File: src/rtl/ctx_cell_pkg.sv
package ctx_cell_pkg;
  localparam int CTX_W  = 32;
  localparam int IMM_W  = 12;
  localparam int NREG   = 4;
  localparam int RIDX_W = $clog2(NREG);
  localparam int SH_W   = 4;
  localparam int SELA_W = 4;
  localparam int SELB_W = 3;
  localparam int OP_W   = 4;

  typedef enum logic [OP_W-1:0] {
    OP_PASS = 4'd0,
    OP_ADD  = 4'd1,
    OP_SUB  = 4'd2,
    OP_ABSD = 4'd3,
    OP_MUL  = 4'd4,
    OP_MAC  = 4'd5,
    OP_AND  = 4'd6,
    OP_OR   = 4'd7,
    OP_XOR  = 4'd8
  } op_e;

  typedef struct packed {
    logic              bus_wr;
    logic              lane_wr;
    logic [RIDX_W-1:0] dst;
    logic              shr;
    logic [SH_W-1:0]   sh;
    logic [SELA_W-1:0] sel_a;
    logic [SELB_W-1:0] sel_b;
    logic [OP_W-1:0]   op;
    logic [IMM_W-1:0]  imm;
  } ctx_t;
endpackage

File: src/rtl/ctx_cell_regfile.sv
module ctx_cell_regfile #(
  parameter int DW   = 16,
  parameter int NREG = 4,
  localparam int IW  = $clog2(NREG)
) (
  input  logic               clk,
  input  logic               rst,
  input  logic               we,
  input  logic [IW-1:0]      waddr,
  input  logic [DW-1:0]      wdata,
  output logic [NREG*DW-1:0] rd_all
);
  logic [DW-1:0] mem_q [NREG];

  always_ff @(posedge clk) begin
    if (rst) begin
      for (int i = 0; i < NREG; i++) mem_q[i] <= '0;
    end else if (we) begin
      mem_q[waddr] <= wdata;
    end
  end

  for (genvar g = 0; g < NREG; g++) begin : g_rd
    assign rd_all[g*DW +: DW] = mem_q[g];
  end
endmodule

File: src/rtl/ctx_cell_opsel.sv
module ctx_cell_opsel #(
  parameter int DW    = 16,
  parameter int NREG  = 4,
  parameter int IMM_W = 12
) (
  input  logic [NREG*DW-1:0] regs,
  input  logic [DW-1:0]      nb_n,
  input  logic [DW-1:0]      nb_e,
  input  logic [DW-1:0]      nb_s,
  input  logic [DW-1:0]      nb_w,
  input  logic [DW-1:0]      dbus,
  input  logic [DW-1:0]      rcbus,
  input  logic [DW-1:0]      lane,
  input  logic [DW-1:0]      fb,
  input  logic [IMM_W-1:0]   imm,
  input  logic [3:0]         sel_a,
  input  logic [2:0]         sel_b,
  output logic [DW-1:0]      opa,
  output logic [DW-1:0]      opb
);
  logic [DW-1:0] imm_x;
  logic [DW-1:0] src_a [16];
  logic [DW-1:0] src_b [8];

  assign imm_x = {{(DW-IMM_W){imm[IMM_W-1]}}, imm};

  for (genvar g = 0; g < NREG; g++) begin : g_rf_src
    assign src_a[g] = regs[g*DW +: DW];
    assign src_b[g] = regs[g*DW +: DW];
  end

  assign src_a[4]  = nb_n;
  assign src_a[5]  = nb_e;
  assign src_a[6]  = nb_s;
  assign src_a[7]  = nb_w;
  assign src_a[8]  = dbus;
  assign src_a[9]  = rcbus;
  assign src_a[10] = lane;
  assign src_a[11] = fb;
  assign src_a[12] = imm_x;
  assign src_a[13] = '0;
  assign src_a[14] = '0;
  assign src_a[15] = '0;

  assign src_b[4] = dbus;
  assign src_b[5] = nb_n;
  assign src_b[6] = nb_w;
  assign src_b[7] = nb_s;

  assign opa = src_a[sel_a];
  assign opb = src_b[sel_b];
endmodule

File: src/rtl/ctx_cell_alu.sv
module ctx_cell_alu
  import ctx_cell_pkg::*;
#(
  parameter int DW    = 16,
  parameter int AW    = 28,
  parameter int IMM_W = 12
) (
  input  logic [DW-1:0]    opa,
  input  logic [DW-1:0]    opb,
  input  logic [IMM_W-1:0] imm,
  input  logic [AW-1:0]    acc,
  input  logic [OP_W-1:0]  op,
  input  logic             shr,
  input  logic [SH_W-1:0]  sh,
  output logic             valid,
  output logic [AW-1:0]    res
);
  logic signed [AW-1:0] a_x, b_x, k_x, diff, prod, pre;

  assign a_x  = {{(AW-DW){opa[DW-1]}}, opa};
  assign b_x  = {{(AW-DW){opb[DW-1]}}, opb};
  assign k_x  = {{(AW-IMM_W){imm[IMM_W-1]}}, imm};
  assign diff = a_x - b_x;
  assign prod = a_x * k_x;

  always_comb begin
    valid = 1'b1;
    pre   = '0;
    case (op)
      OP_PASS: pre = a_x;
      OP_ADD:  pre = a_x + b_x;
      OP_SUB:  pre = diff;
      OP_ABSD: pre = diff[AW-1] ? -diff : diff;
      OP_MUL:  pre = prod;
      OP_MAC:  pre = prod + $signed(acc);
      OP_AND:  pre = {{(AW-DW){1'b0}}, opa & opb};
      OP_OR:   pre = {{(AW-DW){1'b0}}, opa | opb};
      OP_XOR:  pre = {{(AW-DW){1'b0}}, opa ^ opb};
      default: valid = 1'b0;
    endcase
  end

  assign res = shr ? AW'(pre >>> sh) : AW'(pre << sh);
endmodule

File: src/rtl/ctx_cell.sv
module ctx_cell
  import ctx_cell_pkg::*;
#(
  parameter int DW = 16,
  parameter int AW = 28
) (
  input  logic             clk,
  input  logic             rst,
  input  logic             en,
  input  logic             ctx_load,
  input  logic [CTX_W-1:0] ctx_in,
  input  logic [DW-1:0]    nb_n,
  input  logic [DW-1:0]    nb_e,
  input  logic [DW-1:0]    nb_s,
  input  logic [DW-1:0]    nb_w,
  input  logic [DW-1:0]    dbus_in,
  input  logic [DW-1:0]    rcbus_in,
  input  logic [DW-1:0]    lane_in,
  output logic [DW-1:0]    dout,
  output logic             bus_oe,
  output logic             lane_oe
);
  ctx_t               ctx_q;
  logic [AW-1:0]      acc_q;
  logic               bus_oe_q, lane_oe_q;
  logic [NREG*DW-1:0] regs;
  logic [DW-1:0]      opa, opb;
  logic [AW-1:0]      res;
  logic               op_ok, fire;

  always_ff @(posedge clk) begin
    if (rst) ctx_q <= '0;
    else if (ctx_load) ctx_q <= ctx_t'(ctx_in);
  end

  ctx_cell_opsel #(.DW(DW), .NREG(NREG), .IMM_W(IMM_W)) u_sel (
    .regs(regs), .nb_n(nb_n), .nb_e(nb_e), .nb_s(nb_s), .nb_w(nb_w),
    .dbus(dbus_in), .rcbus(rcbus_in), .lane(lane_in), .fb(dout),
    .imm(ctx_q.imm), .sel_a(ctx_q.sel_a), .sel_b(ctx_q.sel_b),
    .opa(opa), .opb(opb)
  );

  ctx_cell_alu #(.DW(DW), .AW(AW), .IMM_W(IMM_W)) u_alu (
    .opa(opa), .opb(opb), .imm(ctx_q.imm), .acc(acc_q), .op(ctx_q.op),
    .shr(ctx_q.shr), .sh(ctx_q.sh), .valid(op_ok), .res(res)
  );

  assign fire = en && op_ok;

  ctx_cell_regfile #(.DW(DW), .NREG(NREG)) u_rf (
    .clk(clk), .rst(rst), .we(fire), .waddr(ctx_q.dst),
    .wdata(res[DW-1:0]), .rd_all(regs)
  );

  always_ff @(posedge clk) begin
    if (rst) begin
      acc_q     <= '0;
      bus_oe_q  <= 1'b0;
      lane_oe_q <= 1'b0;
    end else if (fire) begin
      acc_q     <= res;
      bus_oe_q  <= ctx_q.bus_wr;
      lane_oe_q <= ctx_q.lane_wr;
    end
  end

  assign dout    = acc_q[DW-1:0];
  assign bus_oe  = bus_oe_q;
  assign lane_oe = lane_oe_q;
endmodule

File: config.mk
export PLATFORM = sky130hd
export DESIGN_NAME = ctx_cell
export DESIGN_NICKNAME = d
export VERILOG_FILES = /design/src/rtl/ctx_cell_pkg.sv /design/src/rtl/ctx_cell_regfile.sv /design/src/rtl/ctx_cell_opsel.sv /design/src/rtl/ctx_cell_alu.sv /design/src/rtl/ctx_cell.sv
export SDC_FILE = /design/constraint.sdc
export NUM_CORES = 1
export LEC_CHECK = 0
export BUFFER_PORTS_ARGS = -buffer_cell sky130_fd_sc_hd__buf_2
export CORE_ASPECT_RATIO = 1.25
export CORE_MARGIN = 10
export CORE_UTILIZATION = 40
export CTS_CLUSTER_DIAMETER = 80
export DETAILED_ROUTE_END_ITERATION = 10
export GPL_TIMING_DRIVEN = 0
export SLEW_MARGIN = 25
export SYNTH_ARGS = -nofsm -noshare
export SYNTH_HDL_FRONTEND = slang
export SYNTH_SLANG_ARGS = --single-unit
File: constraint.sdc
create_clock -name clk -period 10.7 [get_ports clk]
set_input_delay 0.535 -clock clk [delete_from_list [all_inputs] [get_ports clk]]
set_output_delay 0.535 -clock clk [all_outputs]
set_load 0.1 [all_outputs]
==> flow_summary.yaml, run 1 <==
timing:
  worstMarginPinSlew_ps: 1113
  clock_skew_ps: 15.79
  layout_min_cycle_time_ps: 10600
  rsz0062_at_grt: "no"
  hold_viol_final: 0
  slew_violations: 0
  period_share: 0.9909
  fmax_mhz: 94.31
  setup_violations: 0
  relSlewSlack: 0.2368
critical_path:
  cpLargestDelayFamily: "adder cells"
  start_kind: "flip-flop"
  critPathBufInv: 9
  reg2reg_depth: 36
  cp.depth: 36
  crit_top_cell: "fa_1"
  cp_slowest_cell: "fa_1"
  cp.required_ps: 10900
  arrival_ps: 10810
  crit_type: "reg2reg"
  endpoint_kind: "flip-flop"
  critPathMaxStageDelay_ps: 550
  crit_fanout: 11
logic_synthesis:
  synth_warnings: 0
  syn-instance-count: 2845
  syn-cell-area_um2: 23580
  synth.net_count: 3309
  ys_ff_latch: 126
  synth_edf_count: 64
  syn_area_per_cell_um2: 8.290
  ys.flop_type: "edfxtp_1"
  ys_async_sr_fraction: 0
  ys_seq_area_frac: 0.1341
  yosysUniqueCellTypes: 114
route:
  drt_iter0_drc: 2791
  drtPass1Iterations: 6
  routedWlPerCell_um: 31.94
  antenna_left: 0
  drc: 0
  viasPerCell: 6.512
  vias: 24860
  wl_mm: 121.9
cts:
  clock_latency_ps: 480
  numCtsBuffers: 17
  clockBufferDepth: 2
  clock_sinks: 126
  ctsHoldBuffers: 0
  h-tree-depth: 4
  ctsRootBufferMaster: "clkbuf_16"
  cts.clk_slew.worst_paths_ps: 80
  cts_tree: "done"
pwr:
  p_leak_uw: 0.01113
  power_density_nw_per_um2: 210.7
  pwr-share-seq: 0.109
  switching_share: 0.5775
  p_clk_frac: 0.111
  combPwrFrac: 0.780
  vdd_drop_max_uv: 148.4
  switchingPower_uw: 3263
  intPower_uw: 2388
die:
  die_w_um: 237.2
  die-area_um2: 69130
  ios: 166
  rows: 99
  die_height_um: 291.5
  core_um2: 58340
  initial_core_util: 0.4042
outcome:
  status: "finished, final reports clean"
finish:
  fin_nets: 3510
  synthToLayoutAreaGrowth_pct: 13.73
  drive_above_1_share: 0.1635
  fin_area_um2: 26820
  stdcell_count: 3818
placement:
  gp_congestion: 1.040
  portBuffers: 164
  post_dp_cell_area_um2: 25410
  dp_hpwl_mm: 99.53
  dp.cells: 3767
hold_path:
  hold_class: "in2reg"
  worstHoldPathCells: 3
global_route:
  grt_pass1_vias: 25210
  antenna_found_initial: 1
  grt_pass1_wl_mm: 174.7
  grt_max_degree: 17
  grt_overflow: 0
  track_usage: 0.3423
flow_run:
  maxCapViolations: 0
tightest hold or removal path, cell delays in order:
cell and delay (ps):
buf_2 70, mux2i_1 60, nor2_1 70
sequential cells by signal, summed over array words and instances (netlist names):
signal and count:
lane_oe 1, u_rf.mem_q 64, bus_oe 1, ctx_q 32
acc_q 28
through the flow:
stage	util	TNS (ps)	hold slack (ps)	total power [uW]	worst slack [ps]
after floorplan	-	0	426.5	3337	1516
after global placement	0.4345	-174920	443.1	4612	-2453
after detailed placement	0.4355	-171570	452.3	4644	-2401
after CTS	0.4559	0	287.3	5450	15.81
after global routing	0.4597	0	303.4	5966	9.034
final	0.4597	0	294.1	5651	97.16
worst paths after layout:
check / from / end / slack (ps)
max: ctx_q[20]$_SDFFE_PP0P_ / u_rf.mem_q[0][6]$_SDFFCE_PN0P_ / 100
min: ctx_in[17] / ctx_q[17]$_SDFFE_PP0P_ / 290
max reg2reg: ctx_q[20]$_SDFFE_PP0P_ / u_rf.mem_q[0][6]$_SDFFCE_PN0P_ / 100
min reg2reg: ctx_q[30]$_SDFFE_PP0P_ / lane_oe$_SDFFE_PP0P_ / 470
placed cells by master, fill, tap and decap left out, types with 27 or more instances in the layout:
master,netlist,routed
dfxtp_1,62,62
o21ai_0,129,123
nand2_1,273,273
o21a_1,29,27
inv_1,275,273
a211oi_1,55,48
a21o_1,31,30
nor2_1,283,279
nand3_1,46,44
edfxtp_1,64,64
ha_1,135,131
nor3_1,61,57
o211ai_1,31,31
a21oi_1,118,100
nand2b_1,33,33
mux2i_1,116,114
buf_4,23,44
o22ai_1,29,29
fa_1,181,181
buf_2,8,172
nor2b_1,32,32
nand4_1,27,27
clkbuf_1,152,125
xnor2_1,47,45
and2_1,65,65
mux4_2,78,78
power by group through the flow:
stage                     logic, uW  clock network (uW)  registers, uW
after floorplan                2760                   0            582
after global placement         3990                   0            618
after detailed placement       4020                   0            621
after CTS                      4210                 628            610
after global routing           4710                 644            617
final                          4410                 627            616
logic make-up (layout without fill, tap and decap cells):
logic type,Yosys count,in the layout,synth area share
xor+xnor,62,62,0.02303
flops,126,126,0.1341
compound gates,700,700,0.2118
simple gates,947,947,0.1931
other cells,0,2,0
fa+ha+maj,316,316,0.2253
mux,206,206,0.1301
buf+inv,488,702,0.08260
routing by layer:
metal,wire [um],global-route usage,vias up
met5,0,0,-
met4,9253,0.2291,0
met3,8260,0.05391,400
met2,58930,0.5809,1309
met1,45510,0.3908,12530
li1,-,-,10620
area by class of cell:
type                            instances  area, um2
Fill cell                            5912      31520
Multi-Input combinational cell       2231      19000
Sequential cell                       126       3163
Inverter                              280       1062
Timing Repair Buffer                  189       1059
Buffer                                201      988.4
Tap cell                              757      947.2
Clock buffer                           17      425.4
Clock inverter                         15      171.4
Antenna cell                            2      5.005
cell usage after synthesis (55+ instances only):
| cell type | count | share of area |
|---|---|---|
| a211oi_1 | 55 | 0.018 |
| nor2_1 | 283 | 0.045 |
| ha_1 | 135 | 0.072 |
| mux4_2 | 78 | 0.074 |
| and2_1 | 65 | 0.017 |
| clkbuf_1 | 152 | 0.024 |
| inv_1 | 275 | 0.044 |
| a21oi_1 | 118 | 0.025 |
| nor3_1 | 61 | 0.013 |
| dfxtp_1 | 62 | 0.053 |
| mux2i_1 | 116 | 0.049 |
| edfxtp_1 | 64 | 0.081 |
| o21ai_0 | 129 | 0.027 |
| fa_1 | 181 | 0.15 |
| nand2_1 | 273 | 0.043 |
timing repair:
item                                    in CTS  in global routing
endpoints found under the setup margin      92                 83
buffers inserted                            15                  9
pin swaps                                   13                  4
resized for setup                          102                 68
No activity file was read; power rests on OpenSTA's default activity.
==> inputs of run 2 (changes only) <==
Settings changed: RECOVER_POWER set to 100.
==> flow_summary.yaml, run 2 (synthesized netlist as in run 1, its figures left out) <==
finish:
  fin_area_um2: 26790
  layout_commonest_cell: "nor2_1"
  synthToLayoutAreaGrowth_pct: 13.61
  reg_top3: "u_rf.mem_q (64), ctx_q (32), acc_q (28)"
  fin_nets: 3510
  stdcell_count: 3820
  top_register: "u_rf.mem_q"
  largest_reg_flops: 64
  final_cell_mix: "nor2_1 (279), nand2_1 (273), inv_1 (273)"
  drive_above_1_share: 0.1559
hold_path:
  worstHoldStart: "ctx_in[31]"
  hold_class: "in2reg"
  min_to: "ctx_q[31]$_SDFFE_PP0P_"
  worstHoldPathCells: 3
timing:
  worstMarginPinSlew_ps: 1223
  layout_min_cycle_time_ps: 10590
  period_share: 0.9899
  fmax_mhz: 94.41
  rsz0062_at_grt: "no"
  clock_skew_ps: 19.21
  setup_slack_ps: 107.8
  slew_violations: 0
  setup_violations: 0
  hold_viol_final: 0
  tns_ps: 0
  relSlewSlack: 0.1879
critical_path:
  arrival_ps: 10810
  reg2reg_depth: 36
  crit_type: "reg2reg"
  crit_top_cell: "fa_1"
  timing.rr.end: "u_rf.mem_q[3][6]$_DFFE_PP_"
  r2r_slack_ps: 110
  endpoint_kind: "flip-flop"
  critPathMaxStageDelay_ps: 550
  cp_slowest_cell: "fa_1"
  crit-reg2reg-launch: "ctx_q[20]$_SDFFE_PP0P_"
  crit_fanout: 11
  cp.required_ps: 10920
  start_kind: "flip-flop"
placement:
  dp.cells: 3767
  portBuffers: 164
  post_dp_cell_area_um2: 25410
  place_ws_ps: -2401
  dp_hpwl_mm: 99.53
  gp_congestion: 1.040
cts:
  h-tree-depth: 4
  cts_tree: "done"
  ctsRootBufferMaster: "clkbuf_16"
  cts.clk_slew.worst_paths_ps: 80
  clock_sinks: 126
  ctsHoldBuffers: 0
  clock_latency_ps: 480
  numCtsBuffers: 17
  clockBufferDepth: 2
route:
  drt_iter0_drc: 2783
  antenna_left: 0
  drc: 0
  wl_mm: 122.0
  viasPerCell: 6.523
  vias: 24920
  drtPass1Iterations: 8
  routedWlPerCell_um: 31.93
flow_run:
  maxCapViolations: 0
pwr:
  vdd_drop_max_uv: 150.0
  total_power_uw: 5651
  p_leak_uw: 0.01105
  power_density_nw_per_um2: 210.9
die:
  die-area_um2: 69130
  core_um2: 58340
  initial_core_util: 0.4042
  die_w_um: 237.2
  die_height_um: 291.5
  ios: 166
  rows: 99
global_route:
  antenna_found_initial: 1
  grt_max_degree: 17
  track_usage: 0.3423
  grt_overflow: 0
  grt_pass1_vias: 25210
  grt_pass1_wl_mm: 174.7
outcome:
  status: "finished, final reports clean"
==> run 2: cell count changes in the layout (fill, tap and decap cells not counted), moves of 4 or more <==
cell | previous run | this run
clkbuf_1 | 125 | 149
buf_1 | 16 | 11
and2_1 | 65 | 61
buf_2 | 172 | 153
and2_0 | 1 | 5
==> run 2: critical path, delay by kind of cell (launching register included) <==
| family | cells | cell delay (ps) |
|---|---|---|
| buf+inv | 9 | 1900 |
| simple gates | 5 | 960 |
| xor+xnor | 1 | 340 |
| mux | 3 | 630 |
| compound gates | 11 | 2940 |
| flops | 1 | 310 |
| fa+ha+maj | 7 | 3210 |
==> run 2: area by class of cell <==
| type | instances | area [um2] |
|---|---|---|
| Antenna cell | 4 | 10.01 |
| Buffer | 201 | 988.4 |
| Clock buffer | 17 | 425.4 |
| Clock inverter | 15 | 171.4 |
| Fill cell | 5922 | 31550 |
| Inverter | 280 | 1062 |
| Multi-Input combinational cell | 2231 | 18990 |
| Sequential cell | 126 | 3163 |
| Tap cell | 757 | 947.2 |
| Timing Repair Buffer | 189 | 1035 |
==> run 2: repair_timing <==
action / in CTS / in global routing
buffers inserted: 15 / 9
gates resized for setup: 102 / 68
pin swaps: 13 / 4
endpoints found under the setup margin: 92 / 83
==> run 2: report_power, final <==
group | internal (uW) | total (uW) | switching (uW)
logic | 1520 | 4400 | 2890
clock network | 314 | 630 | 316
registers | 552 | 617 | 65.0
==> run 2: per-layer routing <==
metal | global-route usage | vias up | part of all wire
li1 | - | 10620 | -
met1 | 0.3908 | 12560 | 0.37
met2 | 0.5809 | 1370 | 0.48
met3 | 0.05391 | 367 | 0.069
met4 | 0.2291 | 0 | 0.075
met5 | 0 | - | 0
==> run 2: per-stage QoR <==
stage	hold slack (ps)	util
CTS	287.3	0.4559
finish	292.6	0.4592
global route	303.4	0.4591
floorplan	426.5	-
global placement	443.1	0.4345
detailed placement	452.3	0.4355
==> run 2: worst max path at each step <==
stage | cells after the start | endpoint | slack [ps] | start
after global routing | 37 | u_rf.mem_q[0][6]$_SDFFCE_PN0P_ | 8 | ctx_q[19]$_SDFFE_PP0P_
after CTS | 39 | u_rf.mem_q[0][12]$_SDFFCE_PN0P_ | 20 | ctx_q[20]$_SDFFE_PP0P_
after floorplan | 39 | u_rf.mem_q[0][12]$_SDFFCE_PN0P_ | 1520 | ctx_q[19]$_SDFFE_PP0P_
after detailed placement | 36 | u_rf.mem_q[0][15]$_SDFFCE_PN0P_ | -2400 | ctx_q[20]$_SDFFE_PP0P_
after global placement | 37 | u_rf.mem_q[0][15]$_SDFFCE_PN0P_ | -2450 | ctx_q[20]$_SDFFE_PP0P_
final | 36 | u_rf.mem_q[3][6]$_DFFE_PP_ | 110 | ctx_q[20]$_SDFFE_PP0P_
